==> src/rtl/uart_os_rx_pkg.sv <==
package uart_os_rx_pkg;

  typedef enum logic [1:0] {
    ST_IDLE,
    ST_START,
    ST_DATA,
    ST_STOP
  } rx_state_e;

  function automatic logic maj3(input logic a, input logic b, input logic c);
    return (a & b) | (a & c) | (b & c);
  endfunction

endpackage

==> src/rtl/uart_os_rx_sync.sv <==
module uart_os_rx_sync #(
  parameter int   STAGES    = 2,
  parameter logic RESET_VAL = 1'b1
) (
  input  logic clk_i,
  input  logic rst_ni,
  input  logic d_i,
  output logic q_o
);

  logic [STAGES-1:0] sync_q;

  generate
    if (STAGES == 1) begin : g_single
      always_ff @(posedge clk_i or negedge rst_ni) begin
        if (!rst_ni) sync_q <= RESET_VAL;
        else         sync_q <= d_i;
      end
    end else begin : g_chain
      always_ff @(posedge clk_i or negedge rst_ni) begin
        if (!rst_ni) sync_q <= {STAGES{RESET_VAL}};
        else         sync_q <= {sync_q[STAGES-2:0], d_i};
      end
    end
  endgenerate

  assign q_o = sync_q[STAGES-1];

endmodule

==> src/rtl/uart_os_rx_deframer.sv <==
module uart_os_rx_deframer
  import uart_os_rx_pkg::*;
#(
  parameter int DATA_W = 8,
  parameter int OSR    = 16
) (
  input  logic              clk_i,
  input  logic              rst_ni,
  input  logic              en_i,
  input  logic              tick_i,
  input  logic              rx_i,
  input  logic              nine_i,
  output logic              word_vld_o,
  output logic [DATA_W-1:0] word_o,
  output logic              ninth_o,
  output logic              ferr_o
);

  localparam int CNT_W = $clog2(OSR);
  localparam int SH_W  = DATA_W + 1;
  localparam int IDX_W = $clog2(SH_W);
  localparam logic [CNT_W-1:0] SMP_A = CNT_W'(OSR / 2 - 2);
  localparam logic [CNT_W-1:0] SMP_B = CNT_W'(OSR / 2 - 1);
  localparam logic [CNT_W-1:0] SMP_C = CNT_W'(OSR / 2);
  localparam logic [CNT_W-1:0] CNT_LAST = CNT_W'(OSR - 1);

  rx_state_e        state_q;
  logic [CNT_W-1:0] cnt_q;
  logic [1:0]       smp_q;
  logic [IDX_W-1:0] idx_q;
  logic [SH_W-1:0]  sh_q;
  logic             nine_q;
  logic             vld_q;
  logic             ferr_q;

  logic vote;
  logic last_bit;

  assign vote     = maj3(smp_q[0], smp_q[1], rx_i);
  assign last_bit = nine_q ? (idx_q == IDX_W'(DATA_W)) : (idx_q == IDX_W'(DATA_W - 1));

  always_ff @(posedge clk_i or negedge rst_ni) begin
    if (!rst_ni) begin
      state_q <= ST_IDLE;
      cnt_q   <= '0;
      smp_q   <= '0;
      idx_q   <= '0;
      sh_q    <= '0;
      nine_q  <= 1'b0;
      vld_q   <= 1'b0;
      ferr_q  <= 1'b0;
    end else begin
      vld_q <= 1'b0;
      if (!en_i) begin
        state_q <= ST_IDLE;
        cnt_q   <= '0;
      end else if (tick_i) begin
        if (state_q == ST_IDLE) begin
          // first low tick counts as tick 1 of the start bit
          if (!rx_i) begin
            state_q <= ST_START;
            cnt_q   <= CNT_W'(1);
            nine_q  <= nine_i;
            idx_q   <= '0;
          end
        end else begin
          cnt_q <= (cnt_q == CNT_LAST) ? '0 : cnt_q + 1'b1;
          if (cnt_q == SMP_A) smp_q[0] <= rx_i;
          if (cnt_q == SMP_B) smp_q[1] <= rx_i;
          if (cnt_q == SMP_C) begin
            case (state_q)
              ST_START: state_q <= vote ? ST_IDLE : ST_DATA;
              ST_DATA: begin
                sh_q <= {vote, sh_q[SH_W-1:1]};
                if (last_bit) state_q <= ST_STOP;
                else          idx_q   <= idx_q + 1'b1;
              end
              ST_STOP: begin
                vld_q   <= 1'b1;
                ferr_q  <= ~vote;
                state_q <= ST_IDLE;
              end
              default: state_q <= ST_IDLE;
            endcase
          end
        end
      end
    end
  end

  // 8-bit frames leave the word one place higher in the shifter
  assign word_o     = nine_q ? sh_q[DATA_W-1:0] : sh_q[SH_W-1:1];
  assign ninth_o    = nine_q & sh_q[SH_W-1];
  assign ferr_o     = ferr_q;
  assign word_vld_o = vld_q;

endmodule

==> src/rtl/uart_os_rx_fifo.sv <==
module uart_os_rx_fifo #(
  parameter int ENT_W = 10,
  parameter int DEPTH = 2,
  localparam int PTR_W = (DEPTH > 1) ? $clog2(DEPTH) : 1,
  localparam int CNT_W = $clog2(DEPTH + 1)
) (
  input  logic             clk_i,
  input  logic             rst_ni,
  input  logic             push_i,
  input  logic [ENT_W-1:0] entry_i,
  input  logic             pop_i,
  input  logic             clr_ovr_i,
  output logic [ENT_W-1:0] head_o,
  output logic             avail_o,
  output logic             ovr_o,
  output logic [CNT_W-1:0] cnt_o
);

  logic [ENT_W-1:0] mem_q [DEPTH];
  logic [PTR_W-1:0] wr_ptr_q, rd_ptr_q;
  logic [CNT_W-1:0] cnt_q;
  logic             ovr_q;

  logic full, empty, push_ok, pop_ok, set_ovr;

  assign full    = (cnt_q == CNT_W'(DEPTH));
  assign empty   = (cnt_q == '0);
  assign push_ok = push_i && !ovr_q && !full;
  assign set_ovr = push_i && !ovr_q && full;
  assign pop_ok  = pop_i && !empty;

  function automatic logic [PTR_W-1:0] ptr_next(input logic [PTR_W-1:0] p);
    return (p == PTR_W'(DEPTH - 1)) ? '0 : p + 1'b1;
  endfunction

  always_ff @(posedge clk_i or negedge rst_ni) begin
    if (!rst_ni) begin
      for (int i = 0; i < DEPTH; i++) mem_q[i] <= '0;
      wr_ptr_q <= '0;
      rd_ptr_q <= '0;
      cnt_q    <= '0;
      ovr_q    <= 1'b0;
    end else begin
      if (push_ok) begin
        for (int i = 0; i < DEPTH; i++)
          if (wr_ptr_q == PTR_W'(i)) mem_q[i] <= entry_i;
        wr_ptr_q <= ptr_next(wr_ptr_q);
      end
      if (pop_ok) rd_ptr_q <= ptr_next(rd_ptr_q);
      case ({push_ok, pop_ok})
        2'b10:   cnt_q <= cnt_q + 1'b1;
        2'b01:   cnt_q <= cnt_q - 1'b1;
        default: cnt_q <= cnt_q;
      endcase
      if (clr_ovr_i)    ovr_q <= 1'b0;
      else if (set_ovr) ovr_q <= 1'b1;
    end
  end

  assign head_o  = empty ? '0 : mem_q[rd_ptr_q];
  assign avail_o = !empty;
  assign ovr_o   = ovr_q;
  assign cnt_o   = cnt_q;

endmodule

==> src/rtl/uart_os_rx.sv <==
module uart_os_rx #(
  parameter int DATA_W      = 8,
  parameter int OSR         = 16,
  parameter int FIFO_DEPTH  = 2,
  parameter int SYNC_STAGES = 2
) (
  input  logic              clk_i,
  input  logic              rst_ni,
  input  logic              tick_i,
  input  logic              rx_i,
  input  logic              rx_en_i,
  input  logic              nine_bit_i,
  input  logic              rd_i,
  output logic [DATA_W-1:0] data_o,
  output logic              ninth_o,
  output logic              frm_err_o,
  output logic              avail_o,
  output logic              ovr_o
);

  localparam int ENT_W = DATA_W + 2;
  localparam int CNT_W = $clog2(FIFO_DEPTH + 1);

  logic              rx_s;
  logic              word_vld;
  logic [DATA_W-1:0] word;
  logic              word_ninth;
  logic              word_ferr;
  logic [ENT_W-1:0]  head;
  logic [CNT_W-1:0]  fifo_cnt;

  uart_os_rx_sync #(
    .STAGES   (SYNC_STAGES),
    .RESET_VAL(1'b1)
  ) sync_i (
    .clk_i (clk_i),
    .rst_ni(rst_ni),
    .d_i   (rx_i),
    .q_o   (rx_s)
  );

  uart_os_rx_deframer #(
    .DATA_W(DATA_W),
    .OSR   (OSR)
  ) deframer_i (
    .clk_i     (clk_i),
    .rst_ni    (rst_ni),
    .en_i      (rx_en_i),
    .tick_i    (tick_i),
    .rx_i      (rx_s),
    .nine_i    (nine_bit_i),
    .word_vld_o(word_vld),
    .word_o    (word),
    .ninth_o   (word_ninth),
    .ferr_o    (word_ferr)
  );

  uart_os_rx_fifo #(
    .ENT_W(ENT_W),
    .DEPTH(FIFO_DEPTH)
  ) fifo_i (
    .clk_i    (clk_i),
    .rst_ni   (rst_ni),
    .push_i   (word_vld),
    .entry_i  ({word_ferr, word_ninth, word}),
    .pop_i    (rd_i),
    .clr_ovr_i(!rx_en_i),
    .head_o   (head),
    .avail_o  (avail_o),
    .ovr_o    (ovr_o),
    .cnt_o    (fifo_cnt)
  );

  assign data_o    = head[DATA_W-1:0];
  assign ninth_o   = head[DATA_W];
  assign frm_err_o = head[DATA_W+1];

endmodule

==> config.mk <==
export PLATFORM = sky130hd
export DESIGN_NAME = uart_os_rx
export DESIGN_NICKNAME = d
export VERILOG_FILES = /design/src/rtl/uart_os_rx_pkg.sv /design/src/rtl/uart_os_rx_sync.sv /design/src/rtl/uart_os_rx_deframer.sv /design/src/rtl/uart_os_rx_fifo.sv /design/src/rtl/uart_os_rx.sv
export SDC_FILE = /design/constraint.sdc
export NUM_CORES = 1
export LEC_CHECK = 0
export BUFFER_PORTS_ARGS = -buffer_cell sky130_fd_sc_hd__buf_2
export CAP_MARGIN = 0
export CORE_MARGIN = 3
export CORE_UTILIZATION = 25
export CTS_CLUSTER_DIAMETER = 40
export DETAILED_ROUTE_END_ITERATION = 8
export MAX_ROUTING_LAYER = met4
export PLACE_DENSITY = 0.4
export SLEW_MARGIN = 20
export SYNTH_ARGS = -nofsm -noshare
export SYNTH_HDL_FRONTEND = slang
export SYNTH_SLANG_ARGS = --single-unit
export TNS_END_PERCENT = 5
==> constraint.sdc <==
create_clock -name clk_i -period 2 [get_ports clk_i]
set_input_delay 0.2 -clock clk_i [delete_from_list [all_inputs] [get_ports clk_i]]
set_output_delay 0.2 -clock clk_i [all_outputs]
set_load 0.1 [all_outputs]
==> results.yml <==
timing:
  rsz0062_at_grt: "false"
  slew_viol_final: 0
  skew_ns: 0.0143
  finalHoldViolCount: 0
  slew_headroom_pct: 67.5
  final-setup-viol-count: 0
  period_needed_ns: 1.77
  fmaxAchievable_mhz: 565
  worst_slew_pin_slew_ns: 0.491
  period_share_pct: 88.5
global_routing:
  grt-ovfl-total: 0
  antenna_found_initial: 0
  grt_max_degree: 39
  grt_pass1_vias: 1788
  grt_pass1_wl_microns: 8790
  grt_util_all_layers_pct: 9.77
clock_tree:
  htree_levels: 2
  cts_tree: "built"
  cts.sink_count: 51
  numCtsBuffers: 5
  cts_setup_buffers: 0
  clkLatencyLatePin_ns: 0.31
  clock-root-buffer: "clkbuf_8"
  clk_pin_slew_ns: 0.09
  cts_buffer_depth: 2
finish:
  nFillCells: 1020
  finalInstanceArea_sq_mm: 0.00299
  final_cell_mix: "dfrtp_1 (49), nor2_1 (27), mux2i_1 (21), nand2_1 (19), buf_2 (17)"
  diodes: 0
  nNetsFinal: 282
  final_common_cell: "dfrtp_1"
  layout-drive-gt1-share_pct: 22.1
  area_delta_synth_final_pct: 17.0
die:
  boundaryPins: 19
  die_x_microns: 107
  dieArea_sq_mm: 0.0115
  rows: 36
  initial_utilization_pct: 25.9
  core-area_sq_mm: 0.00986
  fp.dieH_microns: 107
synthesis:
  synthCells: 237
  avgSynthCellArea_sq_um: 10.8
  synth_nets: 253
  yosysSeqAreaShare_pct: 50.0
  ys.flop_type: "dfrtp_1"
  synth_warnings: 0
  ys_types: 46
  synth_edf_count: 0
  async_reset_ff_share_pct: 100
  yosys_register_bits: 51
  netlist_area_sq_mm: 0.00256
critical_path:
  r2r-start: "deframer_i.state_q[0]"
  crit_required_ns: 2.19
  path_max_fanout: 7
  worstSetupEndpointType: "flop"
  r2r_slack_ns: 0.23
  crit_chain: "inv_1 > ha_1 > a21boi_2 > nand2_1 > nor2_1 > mux2_2"
  crit_type: "flop to flop"
  critPathSlowestCell: "dfrtp_1"
  rr_worst_depth: 6
  cpPeakStageDelay_ns: 0.38
  critPathTopFamily: "flip-flops"
  crit_buf_inv: 1
  start_kind: "flop"
  crit_arrival_ns: 1.96
  r2r-end: "deframer_i.nine_q"
power_and_ir_drop:
  p_per_area_mw_per_mm2: 934
  leakagePower_uw: 0.00143
  max-vdd-ir-drop_mv: 0.359
  finalPower_uw: 2790
hold_path:
  hp-class: "primary input to flop"
  min-delay-start: "nine_bit_i"
  min_path_cells: 2
  hold_path_end: "deframer_i.nine_q"
status:
  outcome: "finished clean"
detailed_routing:
  routed_wl_microns: 5000
  postRouteAntennaNets: 0
  vias: 1769
  wl_per_cell_microns: 12.5
  route.detailed.drc: 0
  drtIter0Drc: 37
  drtPass1Iterations: 4
  viasPerCell: 4.42
place:
  place_area_sq_mm: 0.00288
  port_buffers: 18
  gp_congestion: 0.733
  dp_hpwl_microns: 3600
run:
  maxCapViolations: 0
worst max-delay path by stage:
stage	start	to	slack [ns]	depth (start not counted)
after floorplan	fifo_i.rd_ptr_q	data_o[0]	-0.16	3
after global placement	deframer_i.state_q[0]	deframer_i.nine_q	0.26	6
after detailed placement	deframer_i.state_q[1]	deframer_i.nine_q	0.25	6
after CTS	fifo_i.cnt_o[0]	data_o[5]	0.21	4
after global routing	deframer_i.state_q[1]	deframer_i.nine_q	0.1	6
final	deframer_i.state_q[0]	deframer_i.nine_q	0.23	6
synthesized netlist by cell type (2+ instances only):
| library cell | n | share of area [%] |
|---|---|---|
| mux2_2 | 12 | 5.3 |
| clkbuf_1 | 3 | 0.44 |
| ha_1 | 9 | 4.4 |
| nand2b_1 | 2 | 0.49 |
| nor2_1 | 27 | 4.0 |
| and4b_1 | 2 | 0.78 |
| a221o_1 | 2 | 0.78 |
| inv_1 | 12 | 1.8 |
| and3_1 | 2 | 0.49 |
| buf_2 | 3 | 0.59 |
| xnor2_1 | 3 | 1.0 |
| nand3b_1 | 3 | 0.88 |
| a21o_1 | 2 | 0.59 |
| xor2_1 | 2 | 0.69 |
| a21boi_2 | 2 | 0.88 |
| nand3_1 | 6 | 1.2 |
| nor3_1 | 2 | 0.39 |
| nor2b_1 | 5 | 1.2 |
| dfstp_2 | 2 | 2.1 |
| dfrtp_1 | 49 | 48 |
| mux2i_1 | 21 | 8.2 |
| o21ai_0 | 14 | 2.7 |
| nand2_1 | 19 | 2.8 |
| a21oi_1 | 11 | 2.2 |
state kept, by name, summed over array words and instances, names as in the netlist:
name                   flops
deframer_i.cnt_q           4
deframer_i.smp_q           2
deframer_i.sh_q            9
fifo_i.ovr_o               1
sync_i.sync_q              2
fifo_i.rd_ptr_q            1
fifo_i.cnt_o               2
deframer_i.nine_q          1
deframer_i.ferr_o          1
fifo_i.wr_ptr_q            1
deframer_i.idx_q           4
deframer_i.state_q         2
fifo_i.mem_q              20
deframer_i.word_vld_o      1
layer usage:
layer	GRT usage (%)	wire length (microns)	up-vias	share of wire (%)
li1	-	-	882	-
met1	13.1	2520	849	50
met3	2.05	186	7	3.7
met5	-	0	-	0
met2	14.9	2230	31	45
met4	3.01	65	0	1.3
logic make-up after synthesis:
kind of cell,Yosys count,share of synthesized area [%]
AO/OA/AOI/OAI,41,10.5
flip-flops,51,50.0
AND/OR/NAND/NOR,76,15.8
buffers and inverters,20,3.23
XOR/XNOR,5,1.71
adder cells (fa/ha/maj),10,4.79
multiplexers,34,13.9
where the power goes:
| group | total [uW] | switching [uW] | internal [uW] |
|---|---|---|---|
| registers | 1240 | 106 | 1130 |
| clock network | 645 | 387 | 258 |
| logic | 912 | 535 | 377 |
| total | 2790 | 1030 | 1770 |
final cells by class:
class,count,area (sq um),area share (%)
clock inverters,3,27.5,0.920
multi-input cells,166,1200,40.0
repair buffers,29,205,6.86
inverters,13,48.8,1.63
well taps,133,166,5.56
flip-flops and latches,51,1280,42.7
clock buffers,5,68.8,2.30
timing repair:
| item | 4_1_cts | 5_1_grt |
|---|---|---|
| resized for setup | 0 | 0 |
| hold endpoints to repair | 12 | 0 |
| hold buffers | 2 | 0 |
stage by stage:
stage | worst slack (ns) | setup TNS (ns) | hold WS, ns | util (%) | cells
final | 0.230 | 0 | 0.134 | 30.3 | 400
after floorplan | -0.162 | -1.46 | -0.0956 | - | 237
after global placement | 0.255 | 0 | 0.148 | 29.1 | 390
after detailed placement | 0.247 | 0 | 0.149 | 29.1 | 390
after global routing | 0.0960 | 0 | 0.133 | 30.3 | 400
after CTS | 0.214 | 0 | 0.127 | 30.3 | 400
No activity file was read; power rests on OpenSTA's default activity.
